[src/rtl/acq_regs_pkg.sv]
package acq_regs_pkg;
  localparam int unsigned DATA_W   = 8;
  localparam int unsigned ADDR_W   = 2;
  localparam int unsigned LVL_W    = 4;
  localparam int unsigned N_LINES  = 1 << LVL_W;
  localparam int unsigned PIN_W    = 2;
  localparam int unsigned CTRL_OFS = 2;
  localparam int unsigned STAT_OFS = 3;

  typedef struct packed {
    logic             out1;
    logic             out0;
    logic             en;
    logic [LVL_W-1:0] lvl;
  } ctrl_t;

  localparam int unsigned CTRL_W = $bits(ctrl_t);

  // Codes that reach a host line; the line number equals the code.
  function automatic logic code_routable(input logic [LVL_W-1:0] code);
    case (code)
      4'd2, 4'd3, 4'd4, 4'd5, 4'd7,
      4'd9, 4'd10, 4'd11, 4'd12, 4'd15: return 1'b1;
      default:                          return 1'b0;
    endcase
  endfunction

  function automatic logic [DATA_W-1:0] status_word(
    input logic busy, input logic req,
    input logic [PIN_W-1:0] pins, input logic [LVL_W-1:0] lvl);
    return {busy, req, pins[1], pins[0], lvl};
  endfunction
endpackage

[src/rtl/acq_ctrl_reg.sv]
module acq_ctrl_reg
  import acq_regs_pkg::*;
(
  input  logic              clk,
  input  logic              rst_n,
  input  logic              load,
  input  logic [CTRL_W-1:0] din,
  output ctrl_t             q
);
  always_ff @(posedge clk or negedge rst_n) begin
    if (!rst_n) q <= '0;
    else if (load) q <= ctrl_t'(din);
  end


  ctrl_load_chk: assert property (@(posedge clk) disable iff (!rst_n)
    load |=> (q == ctrl_t'($past(din))));

  ctrl_hold_chk: assert property (@(posedge clk) disable iff (!rst_n)
    !load |=> $stable(q));
endmodule

[src/rtl/acq_conv_flags.sv]
module acq_conv_flags (
  input  logic clk,
  input  logic rst_n,
  input  logic conv_start,
  input  logic conv_done,
  input  logic ack,
  output logic busy,
  output logic req
);
  logic req_set_ev, req_clr_ev;
  assign req_set_ev = conv_done;
  assign req_clr_ev = ack;

  always_ff @(posedge clk or negedge rst_n) begin
    if (!rst_n) begin
      busy <= 1'b0;
      req  <= 1'b0;
    end else begin
      if (conv_start)     busy <= 1'b1;
      else if (conv_done) busy <= 1'b0;
      if (req_set_ev)      req <= 1'b1;
      else if (req_clr_ev) req <= 1'b0;
    end
  end


  busy_set_chk: assert property (@(posedge clk) disable iff (!rst_n)
    conv_start |=> busy);

  busy_clr_chk: assert property (@(posedge clk) disable iff (!rst_n)
    (conv_done && !conv_start) |=> !busy);

  req_set_chk: assert property (@(posedge clk) disable iff (!rst_n)
    req_set_ev |=> req);

  req_clr_chk: assert property (@(posedge clk) disable iff (!rst_n)
    (req_clr_ev && !req_set_ev) |=> !req);

  req_keep_chk: assert property (@(posedge clk) disable iff (!rst_n)
    (req_clr_ev && req_set_ev) |=> req);
endmodule

[src/rtl/acq_irq_route.sv]
module acq_irq_route
  import acq_regs_pkg::*;
(
  input  logic               clk,
  input  logic               rst_n,
  input  logic               req,
  input  logic               en,
  input  logic [LVL_W-1:0]   lvl,
  output logic [N_LINES-1:0] lines
);
  logic fire;
  assign fire = req && en;

  for (genvar i = 0; i < N_LINES; i++) begin : g_line
    if (code_routable(LVL_W'(i))) begin : g_live
      assign lines[i] = fire && (lvl == LVL_W'(i));
    end else begin : g_dead
      assign lines[i] = 1'b0;
    end
  end


  lines_onehot_chk: assert property (@(posedge clk) disable iff (!rst_n)
    $onehot0(lines));

  lines_quiet_chk: assert property (@(posedge clk) disable iff (!rst_n)
    !fire |-> (lines == '0));

  lines_index_chk: assert property (@(posedge clk) disable iff (!rst_n)
    (lines != '0) |-> lines[lvl]);
endmodule

[src/rtl/acq_host_regs.sv]
module acq_host_regs
  import acq_regs_pkg::*;
(
  input  logic               clk,
  input  logic               rst_n,
  input  logic [ADDR_W-1:0]  addr,
  input  logic               wr_en,
  input  logic               rd_en,
  input  logic [DATA_W-1:0]  wdata,
  output logic [DATA_W-1:0]  rdata,
  input  logic               conv_start,
  input  logic               conv_done,
  input  logic [PIN_W-1:0]   din,
  output logic [PIN_W-1:0]   gp_out,
  output logic [N_LINES-1:0] irq_lines
);
  logic wr_ctrl, wr_stat, rd_stat;
  assign wr_ctrl = wr_en && (addr == ADDR_W'(CTRL_OFS));
  assign wr_stat = wr_en && (addr == ADDR_W'(STAT_OFS));
  assign rd_stat = rd_en && (addr == ADDR_W'(STAT_OFS));

  logic unused_wbits;
  assign unused_wbits = ^wdata[DATA_W-1:CTRL_W];

  ctrl_t ctrl;
  logic  busy, req;
  logic [PIN_W-1:0] pins_q;

  acq_ctrl_reg u_ctrl (
    .clk(clk), .rst_n(rst_n), .load(wr_ctrl),
    .din(wdata[CTRL_W-1:0]), .q(ctrl)
  );

  acq_conv_flags u_flags (
    .clk(clk), .rst_n(rst_n), .conv_start(conv_start),
    .conv_done(conv_done), .ack(wr_stat), .busy(busy), .req(req)
  );

  acq_irq_route u_route (
    .clk(clk), .rst_n(rst_n), .req(req), .en(ctrl.en),
    .lvl(ctrl.lvl), .lines(irq_lines)
  );

  always_ff @(posedge clk or negedge rst_n) begin
    if (!rst_n) pins_q <= '0;
    else        pins_q <= din;
  end

  assign gp_out = {ctrl.out1, ctrl.out0};

  always_comb begin
    rdata = '0;
    if (rd_stat) rdata = status_word(busy, req, pins_q, ctrl.lvl);
  end


  rdata_idle_chk: assert property (@(posedge clk) disable iff (!rst_n)
    !rd_stat |-> (rdata == '0));

  pins_sample_chk: assert property (@(posedge clk) disable iff (!rst_n)
    1'b1 |=> (pins_q == $past(din)));
endmodule

[config.mk]
export PLATFORM = sky130hd
export DESIGN_NAME = acq_host_regs
export DESIGN_NICKNAME = d
export VERILOG_FILES = /design/src/rtl/acq_regs_pkg.sv /design/src/rtl/acq_ctrl_reg.sv /design/src/rtl/acq_conv_flags.sv /design/src/rtl/acq_irq_route.sv /design/src/rtl/acq_host_regs.sv
export SDC_FILE = /design/constraint.sdc
export NUM_CORES = 1
export LEC_CHECK = 0
export BUFFER_PORTS_ARGS = -buffer_cell sky130_fd_sc_hd__buf_2
export CORE_MARGIN = 10
export CORE_UTILIZATION = 41
export CTS_CLUSTER_SIZE = 20
export DETAILED_ROUTE_END_ITERATION = 10
export HOLD_SLACK_MARGIN = 0.12
export PLACE_DENSITY = 0.81
export SLEW_MARGIN = 10
export SYNTH_ARGS = -nofsm -noshare
export SYNTH_HDL_FRONTEND = slang
export SYNTH_SLANG_ARGS = --single-unit
[constraint.sdc]
create_clock -name clk -period 1.61 [get_ports clk]
set_input_delay 0.161 -clock clk [delete_from_list [all_inputs] [get_ports clk]]
set_output_delay 0.161 -clock clk [all_outputs]
set_load 0.005 [all_outputs]
== Word-level counts from Yosys, hierarchy flattened ==
Index checks and enable logic that the tools add are counted.
Storage, ports and cells
  register bits: 11
  bits of input ports: 18
  output and inout port bits: 26
Operators by class
  equal/unequal tests: 12
  muxes and demuxes: 5
  reduce and logical (&&, ||, !) cells: 16
Operators by type and width (count)
  4-bit equality test, second input constant: 5
  1-bit logical AND: 14
  4-bit by 3-bit equality test with 1-bit output, second input constant: 3
  4-bit by 2-bit equality test with 1-bit output, second input constant: 2
  8-bit 2-to-1 mux: 1
  2-bit equality test, second input constant: 2
  1-bit 2-to-1 mux: 4
  2-bit nonzero test: 2

== Longest topological paths before layout ==
Gate-level depths: netlist (run 1).
  depth in word-level cells: 4
  mapped depth: 2

== Hierarchy ==
From an unflattened synthesis (run 1), not the netlist that was laid out.
Second synthesis, totals
  cell total of the unflattened synthesis: 57
  area, all modules: 643.1 µm²
Modules (own cells, without submodules)
  acq_ctrl_reg: times used 1, cells an instance 15, area each 291.5 µm²
  acq_irq_route: times used 1, cells an instance 24, area each 145.1 µm²
  acq_host_regs: times used 1, cells an instance 12, area each 136.4 µm²
  acq_conv_flags: times used 1, cells an instance 6, area each 70.1 µm²

== Worst setup path after synthesis (run 1) ==
No wires, ideal clock.
  path type: reg-to-output
  from: register u_ctrl.q[3] in the netlist's numbering
  to: output irq_lines[4]
  arrival time: 0.855 ns
  data required time: 1.449 ns
  slack: 0.594 ns
  cell stages (with the launch flop): 3
  path buffers: 0
  cell sequence: dfrtp_1 > nand2b_1 > nor4_1
On the way
  cells in the longest elaborated chain, start to end: 2
Ends and longest elaborated chain
  start, declared: RTL line acq_ctrl_reg.sv:8  | output ctrl_t q
  start signal, assigned: RTL line acq_ctrl_reg.sv:12  | else if (load) q <= ctrl_t'(din);
  4-bit by 3-bit equality test with 1-bit output: RTL line acq_irq_route.sv:16  | assign lines[i] = fire && (lvl == LVL_W'(i));
  1-bit logical AND: RTL line acq_irq_route.sv:16
  end, declared: RTL line acq_host_regs.sv:15  | output logic [N_LINES-1:0] irq_lines
No other way between the ends.

== Worst setup path after layout (run 1) ==
  from: register u_ctrl.q[0] in the netlist's numbering
  to: output irq_lines[3]
On the way
  cells in the longest elaborated chain, start to end: 2
Ends and longest elaborated chain (RTL line)
  4-bit by 2-bit equality test with 1-bit output: acq_irq_route.sv:16
  1-bit logical AND: acq_irq_route.sv:16
No other way between the ends.

==> results of run 1 <==
-- power breakdown --
group,total (mW),switching (mW),internal [mW]
clock network,0.186,0.0905,0.0958
logic,0.167,0.0709,0.0965
registers,0.362,0.0470,0.315
total,0.716,0.208,0.507
-- routing by layer --
layer	vias to the layer above	track usage	routed length [µm]
met4	0	0.04027	0
met1	263	0.08508	529
met2	33	0.1866	925
li1	275	-	-
met3	0	0.06652	292
met5	-	0	0
-- how the worst max path moves through the flow --
stage                             from           end  slack (ps)  cells after the start
2_1_floorplan  u_ctrl.q[3]$_DFFE_PN0P_  irq_lines[4]         590                      2
3_3_place_gp   u_ctrl.q[3]$_DFFE_PN0P_  irq_lines[4]         460                      3
3_5_place_dp   u_ctrl.q[0]$_DFFE_PN0P_  irq_lines[3]         440                      3
4_1_cts        u_ctrl.q[0]$_DFFE_PN0P_  irq_lines[3]         140                      3
5_1_grt        u_ctrl.q[3]$_DFFE_PN0P_  irq_lines[4]         -10                      3
6_report       u_ctrl.q[0]$_DFFE_PN0P_  irq_lines[3]         160                      3
-- repair_timing --
| item | in CTS | in global routing |
|---|---|---|
| endpoints found under the hold margin | 19 | 0 |
| hold buffers | 9 | 0 |
| buffers inserted | 0 | 0 |
| setup endpoints to repair | 0 | 1 |
-- registers in the layout, indices dropped and copies added (netlist names) --
register	count
u_ctrl.q	7
pins_q	2
u_flags.busy	1
u_flags.req	1
-- kinds of logic (layout without fill, tap and decap cells) --
logic type             Yosys count  count (layout)  share of synthesized area
buffers and inverters            9              50                     0.1052
multiplexers                     7               7                     0.1299
AND/OR/NAND/NOR                 28              28                     0.2804
other                            1               6                   0.006180
flip-flops                      11              11                     0.4536
AO/OA/AOI/OAI                    2               2                    0.02474
-- stage by stage --
step / power, mW / TNS, ps
global route: 0.7607 / -12.54
CTS: 0.7241 / 0
global placement: 0.5094 / 0
detailed placement: 0.5197 / 0
finish: 0.7158 / 0
floorplan: 0.4632 / 0
-- cell type report --
class	count	share of cell area
flip-flops and latches	11	0.3125
inverters	1	0.004261
repair buffers	45	0.3068
multi-input cells	43	0.3253
well taps	15	0.02131
clock buffers	4	0.02983
-- Yosys cell counts --
| library cell | instances |
|---|---|
| inv_1 | 1 |
| nand2b_1 | 2 |
| nor3_1 | 2 |
| nor2_1 | 5 |
| buf_4 | 8 |
| nand3b_4 | 1 |
| nand3_1 | 2 |
| and2_1 | 8 |
| and3_2 | 1 |
| nand4b_1 | 1 |
| conb_1 | 1 |
| dfrtp_1 | 11 |
| mux2_2 | 7 |
| a21o_1 | 2 |
| nand2_1 | 2 |
| nor4_1 | 3 |
| nand4_1 | 1 |
==> reports/qor.yml, run 1 <==
finalCritPeriodShare: 0.8994
setup_slack_ps: 162.0
regToRegSetupSlack_ps: 740
cp-end-kind: "output port"
status: "finished clean"
irDropWorstVdd_v: 0.0005591
hp-start: "wdata[2]"
cp-start-kind: "register"
fillCellCount: 121
critPathSlowestCell: "dfrtp_1"
viasPerCell: 4.798
drv_slew: 0
placed_area_um2: 764.5
ys_ff_latch: 11
cts_tree: "done"
core_area_mm2: 0.001350
hold_viol_final: 0
yosys_warnings: 0
multiInputGateArea_um2: 286.5
synth_top_area_cell: "dfrtp_1"
grt_pass1_vias: 594
crit_arrival_ps: 1290
holdWs_ps: 128.3
worstPathMaxFanout: 8
clockBufferDepth: 2
numCtsBuffers: 3
finalCoreUtilization: 0.6525
worst-path-buf-inv: 1
hold-path-cell-count: 2
clock_tree.root_cell: "clkbuf_4"
crit_path_cell_trace: "nand4_1, nor3_1, buf_2"
worstSkewPairLatency_ps: 260
rows: 13
wire_per_inst_um: 14.69
drt_iter0_drc: 15
ctsResizeCount: 0
synth_area_per_cell_um2: 10.46
hpwl_um: 1372
syn2layout_area_growth_pct: 45.15
io_pins: 44
dpl.cell_count: 106
place.port_buffers: 36
grt_use_total: 0.1023
register_area_um2: 275.3
yosys-top-cells-area: "dfrtp_1 (45%), mux2_2 (13%), buf_4 (9.9%)"
cts_max_level: 1
diodes: 0
seq_area_frac_synth: 0.4536
cts.sinks: 11
cp.required_ps: 1450
via_count: 571
layout_commonest_cell: "buf_2"
initial_core_util: 0.4495
layout_common_cells: "buf_2 (36), dfrtp_1 (11), dlygate4sd3_1 (9)"
finClkSkew_ps: 0
power_density_mw_per_mm2: 812.6
die_area_mm2: 0.003419
final_nets: 123
drt_first_pass_iters: 4
dieWidth_um: 58.47
r2r_start: "u_ctrl.q[0]$_DFFE_PN0P_"
preCtsSetupSlack_ps: 444.8
clk_pin_slew_ps: 70
cp_top_family: "flip-flops"
fin_crit_ps: 1448
setup_violations: 0
r2r_end: "u_ctrl.q[0]$_DFFE_PN0P_"
yosysUniqueCellTypes: 17
min_path_type: "in2reg"
drc: 0
hold_path_end: "u_ctrl.q[2]$_DFFE_PN0P_"
rsz0062_at_grt: "true"
antenna_found_initial: 0
slowest_delay_ps: 480
netlist_area_um2: 606.8
yosys.area.top_type_share: 0.4536
grt_overflow: 0
drt_wl_total_um: 1748
drive_above_1_share: 0.4615
p_leak_nw: 0.4789
die_height_um: 58.47
maxCapViolations: 0
max_freq_mhz: 690.6
grt_max_degree: 12
grt_pass1_wl_um: 2822
ff2ff_path_depth: 1
synth_cells: 58
postRouteAntennaNets: 0
routabilityCongestion: 0.6475
worstSetupPathType: "reg2out"
fin_area_um2: 880.8
finalNonFillerCells: 119
No activity file was read; power rests on OpenSTA's default activity.
==> run 2: changes to the inputs <==
--- a/config.mk
+++ b/config.mk
@@ -5,13 +5,15 @@
 export SDC_FILE = /design/constraint.sdc
 export NUM_CORES = 1
 export LEC_CHECK = 0
+export ABC_AREA = 1
 export BUFFER_PORTS_ARGS = -buffer_cell sky130_fd_sc_hd__buf_2
+export CAP_MARGIN = 30
 export CORE_MARGIN = 10
-export CORE_UTILIZATION = 41
+export CORE_UTILIZATION = 44
 export CTS_CLUSTER_SIZE = 20
 export DETAILED_ROUTE_END_ITERATION = 10
 export HOLD_SLACK_MARGIN = 0.12
-export PLACE_DENSITY = 0.81
+export PLACE_DENSITY = 0.83
 export SLEW_MARGIN = 10
 export SYNTH_ARGS = -nofsm -noshare
 export SYNTH_HDL_FRONTEND = slang
==> constraint.sdc (replaced) <==
create_clock -name clk -period 1.61 [get_ports clk]
set_input_delay 0.2415 -clock clk [delete_from_list [all_inputs] [get_ports clk]]
set_output_delay 0.2415 -clock clk [all_outputs]
set_load 0.005 [all_outputs]
==> run 2 against run 1 <==
Effect of this change:
- setup slack improved by 70 ps
- first-iteration DRC count fell by 40%
- sequential power is 5% lower
- routed wire length fell by 1.4%
- combinational power grew 7%
- critical path depth is 2 higher
- non-clock buffer count shrank 6
- worst hold slack better by 51 ps
- maximum frequency grew 5.1%
- largest cell class unchanged
==> reports/qor.yml, run 2 <==
cp-end-kind: "output port"
netlist_area_um2: 690.7
fillCellCount: 138
worstSkewPairLatency_ps: 260
synth_edf_count: 0
antenna_found_initial: 0
grt_pass1_wl_um: 2760
synth_top_area_cell: "dfrtp_1"
ctsResizeCount: 0
finalSetupTns_ps: 0
layout_common_cells: "buf_2 (36), nand2_1 (24), nor2_1 (18)"
rsz0062_at_grt: "false"
status: "finished clean"
syn2layout_area_growth_pct: 29.35
place.port_buffers: 36
crit_arrival_ps: 1140
yosysUniqueCellTypes: 16
seq_area_frac_synth: 0.3986
cts.sinks: 11
setup_slack_ps: 232.2
top_regs: "u_ctrl.q x7, pins_q x2"
hold_viol_final: 0
initial_core_util: 0.4639
yosys_warnings: 0
finClkSkew_ps: 0
largest_register_ffs: 7
finalCritPeriodShare: 0.8558
synth_area_per_cell_um2: 7.347
preCtsSetupSlack_ps: 486.8
cts_max_level: 1
regMostFlops: "u_ctrl.q"
drc: 0
drv_slew: 0
viasPerCell: 4.588
irDropWorstVdd_v: 0.0004706
clockBufferDepth: 2
drt_iter0_drc: 9
ys_ff_latch: 11
worstSetupPathType: "reg2out"
fin_crit_ps: 1378
clk_pin_slew_ps: 60
diodes: 0
yosysMostFrequentCell: "nand2_1"
min_path_type: "in2reg"
drt_first_pass_iters: 4
wire_per_inst_um: 11.65
synth_cells: 94
use_met3: 0.04292
critPathSlowestCell: "dfrtp_1"
placed_area_um2: 837.1
worstPathMaxFanout: 5
grt_pass1_vias: 678
setup_violations: 0
fin_area_um2: 893.4
die_area_mm2: 0.003555
die_height_um: 59.62
yosys-top-cells-area: "dfrtp_1 (40%), nand2_1 (13%), buf_4 (9.8%)"
cts_setup_buffers: 0
hpwl_um: 1487
synthArstFlopShare: 1.000
power_density_mw_per_mm2: 783.4
slowest_delay_ps: 440
cts_tree: "done"
numCtsBuffers: 3
io_pins: 44
p_leak_nw: 0.5351
cp-start-kind: "register"
finalCoreUtilization: 0.6000
top_usage_layer: "met2"
crit_path_cell_trace: "inv_2, nor2_2, nand2_1, nor2_1, buf_2"
max_freq_mhz: 725.8
cp_top_family: "flip-flops"
dieWidth_um: 59.62
grt_max_degree: 12
grtUsageMet2: 0.1516
clock_tree.root_cell: "clkbuf_4"
cp.required_ps: 1370
postRouteAntennaNets: 0
final_nets: 151
power_uw: 699.8
grt_overflow: 0
postCtsHoldBufs: 3
via_count: 679
grt_util_met1: 0.1095
rows: 14
ys.flop_type: "dfrtp_1"
worst-path-buf-inv: 2
layout_commonest_cell: "buf_2"
yosys.area.top_type_share: 0.3986
routabilityCongestion: 0.7845
drive_above_1_share: 0.3864
core_area_mm2: 0.001489
grt_use_total: 0.09583
maxCapViolations: 0
synthTopCellsByCount: "nand2_1 (24), nor2_1 (18), dfrtp_1 (11)"
drt_wl_total_um: 1724
run 2: worst reg2reg max path: stages (launching register included):
cell and delay (ps):
dfrtp_1 440, nand2_1 100, nand2_1 50
run 2: report_power, final:
| group | internal (mW) | switching, mW |
|---|---|---|
| registers | 0.310 | 0.0344 |
| logic | 0.0713 | 0.107 |
| clock network | 0.0957 | 0.0816 |
run 2: area by class of cell:
type	instances	area, µm²	share of cell area
flip-flops and latches	11	275.3	0.3081
well taps	16	20.02	0.02241
multi-input cells	66	316.6	0.3543
clock buffers	4	26.28	0.02941
inverters	12	45.04	0.05042
repair buffers	39	210.2	0.2353
run 2: path summary, 6_finish.rpt:
path	startpoint	end	slack, ps	cells after the start
min in group asynchronous	rst_n	u_flags.busy$_DFFE_PN0P_	370	2
worst max-delay path	u_ctrl.q[3]$_DFFE_PN0P_	irq_lines[10]	230	5
worst min-delay path	conv_done	u_flags.busy$_DFFE_PN0P_	180	2
max in group asynchronous	rst_n	u_ctrl.q[5]$_DFFE_PN0P_	1050	2
worst min register to register	u_ctrl.q[6]$_DFFE_PN0P_	u_ctrl.q[6]$_DFFE_PN0P_	470	2
worst max register to register	u_ctrl.q[3]$_DFFE_PN0P_	u_ctrl.q[3]$_DFFE_PN0P_	920	2
run 2: per-layer routing:
metal / vias to the layer above / wire [µm]
li1: 355 / -
met1: 287 / 738
met2: 34 / 750
met3: 3 / 221
met4: 0 / 15
met5: - / 0
run 2: per-stage QoR:
stage / hold slack (ps) / instances
floorplan: -54.09 / 99
global placement: 113.0 / 141
detailed placement: 116.8 / 141
CTS: 170.0 / 148
global route: 161.8 / 148
finish: 178.9 / 148
run 2: logic make-up (layout without fill, tap and decap cells):
kind of cell | Yosys count | in the layout | share of synthesized area
other | 1 | 6 | 0.005430
AND/OR/NAND/NOR | 59 | 59 | 0.4148
buffers and inverters | 22 | 55 | 0.1703
flip-flops | 11 | 11 | 0.3985
AO/OA/AOI/OAI | 1 | 1 | 0.01087
==> run 3: changes to the inputs <==
--- a/config.mk
+++ b/config.mk
@@ -5,15 +5,14 @@
 export SDC_FILE = /design/constraint.sdc
 export NUM_CORES = 1
 export LEC_CHECK = 0
-export ABC_AREA = 1
 export BUFFER_PORTS_ARGS = -buffer_cell sky130_fd_sc_hd__buf_2
 export CAP_MARGIN = 30
 export CORE_MARGIN = 10
-export CORE_UTILIZATION = 44
+export CORE_UTILIZATION = 41
 export CTS_CLUSTER_SIZE = 20
 export DETAILED_ROUTE_END_ITERATION = 10
 export HOLD_SLACK_MARGIN = 0.12
-export PLACE_DENSITY = 0.83
+export PLACE_DENSITY = 0.81
 export SLEW_MARGIN = 10
 export SYNTH_ARGS = -nofsm -noshare
 export SYNTH_HDL_FRONTEND = slang
==> run 3 against run 2 <==
Effect of this change:
- count of clock-buffer cells in the layout did not move
- highest routed layer is now met3
- register-to-register slack worse by 160 ps
- routed wire length rose by 0.29%
- sequential share of layout area rose by 2.8 points
- largest cell class unchanged
- clock power grew 5%
- setup slack got worse by 110 ps
- via count down 21%
- critical endpoint is now irq_lines[12]
==> reports/qor.yml, run 3 (synthesis gave the netlist of run 1 again) <==
die_area_mm2: 0.003419
worstPathMaxFanout: 6
layout_common_cells: "buf_2 (36), and2_1 (8), dfrtp_1 (8)"
top_regs: "u_ctrl.q x7, pins_q x2"
grt_use_total: 0.09965
status: "finished clean"
dieWidth_um: 58.47
hpwl_um: 1372
final_nets: 117
grt_overflow: 0
placed_area_um2: 764.5
clock_tree.root_cell: "clkbuf_4"
finalCritPeriodShare: 0.9258
critPathSlowestCell: "dfrtp_1"
min_path_type: "in2reg"
worstSkewPairLatency_ps: 260
maxCapViolations: 0
max_freq_mhz: 670.9
worstSetupPathType: "reg2out"
cp-end-kind: "output port"
crit_path_cell_trace: "nand2_1, nor4_1, buf_2"
wire_per_inst_um: 15.30
drv_slew: 0
largest_register_ffs: 7
antenna_found_initial: 0
cts.sinks: 11
cts_max_level: 1
drt_wl_total_um: 1729
cts_tree: "done"
finalSetupTns_ps: 0
regMostFlops: "u_ctrl.q"
clockBufferDepth: 2
drc: 0
io_pins: 44
grt_pass1_wl_um: 2697
initial_core_util: 0.4495
slowest_delay_ps: 440
syn2layout_area_growth_pct: 36.91
layout_commonest_cell: "buf_2"
postRouteAntennaNets: 0
crit_arrival_ps: 1250
grt_pass1_vias: 565
grt_max_degree: 12
cp_top_family: "flip-flops"
cp.required_ps: 1370
fin_crit_ps: 1490
clk_pin_slew_ps: 70
die_height_um: 58.47
hold_viol_final: 0
worst-path-buf-inv: 1
core_area_mm2: 0.001350
diodes: 0
fin_area_um2: 830.8
setup_violations: 0
drt_iter0_drc: 8
viasPerCell: 4.735
drive_above_1_share: 0.5306
routabilityCongestion: 0.6475
rows: 13
power_density_mw_per_mm2: 857.7
p_leak_nw: 0.4512
via_count: 535
numCtsBuffers: 3
drt_first_pass_iters: 3
place.port_buffers: 36
cp-start-kind: "register"
irDropWorstVdd_v: 0.0006204
finClkSkew_ps: 0
[run 3: cell types whose count changed in the layout (fill, tap and decap cells not counted), sizes merged, moves of 2 or more]
cell,previous run,this run
nor4,0,3
nand2,26,2
and2,0,8
inv,12,1
a21o,0,2
nor2,20,5
nand4,7,1
mux2,0,7
nand2b,0,2
[run 3: path summary, 6_finish.rpt]
path	from	end	slack (ps)	cells past startpoint
max	u_flags.req$_DFFE_PN0P_	irq_lines[12]	120	3
min	conv_start	u_flags.busy$_DFFE_PN0P_	160	2
max reg2reg	u_ctrl.q[0]$_DFFE_PN0P_	u_ctrl.q[0]$_DFFE_PN0P_	760	1
min reg2reg	u_flags.busy$_DFFE_PN0P_	u_flags.busy$_DFFE_PN0P_	480	1
max in group asynchronous	rst_n	u_ctrl.q[1]$_DFFE_PN0P_	1000	2
min in group asynchronous	rst_n	u_ctrl.q[6]$_DFFE_PN0P_	400	2
[run 3: area by class of cell]
| cell class | count | area [µm²] |
|---|---|---|
| Clock buffer | 4 | 26.28 |
| Fill cell | 131 | 519.2 |
| Inverter | 1 | 3.754 |
| Multi-Input combinational cell | 43 | 292.8 |
| Sequential cell | 11 | 279.0 |
| Tap cell | 15 | 18.77 |
| Timing Repair Buffer | 39 | 210.2 |
[run 3: per-layer routing]
metal  track usage  share of wire
met1       0.08744           0.32
met5             0              0
met4       0.04027              0
met3       0.06438           0.16
met2        0.1760           0.53
[run 3: timing repair]
action,CTS,global route
setup buffers,0,0
hold endpoints to repair,13,0
endpoints found under the setup margin,0,2
resized for setup,0,4
hold buffers,3,0
[run 3: report_power, final]
| group | switching, mW | total, mW | internal [mW] | leakage (nW) |
|---|---|---|---|---|
| registers | 0.0507 | 0.369 | 0.318 | 0.123 |
| logic | 0.0712 | 0.159 | 0.0879 | 0.313 |
| clock network | 0.0889 | 0.185 | 0.0958 | 0.0150 |
[run 3: metrics by stage]
stage / hold WS, ps / utilization / setup slack, ps / std cells / total power, mW
after floorplan: -54.09 / - / 513.8 / 63 / 0.4632
final: 158.3 / 0.6154 / 119.5 / 113 / 0.7126
after global routing: 168.5 / 0.6154 / -3.218 / 113 / 0.7558
after CTS: 150.0 / 0.6080 / 63.46 / 113 / 0.7131
after detailed placement: 119.7 / 0.5663 / 364.3 / 106 / 0.5197
after global placement: 114.8 / 0.5663 / 382.2 / 106 / 0.5094
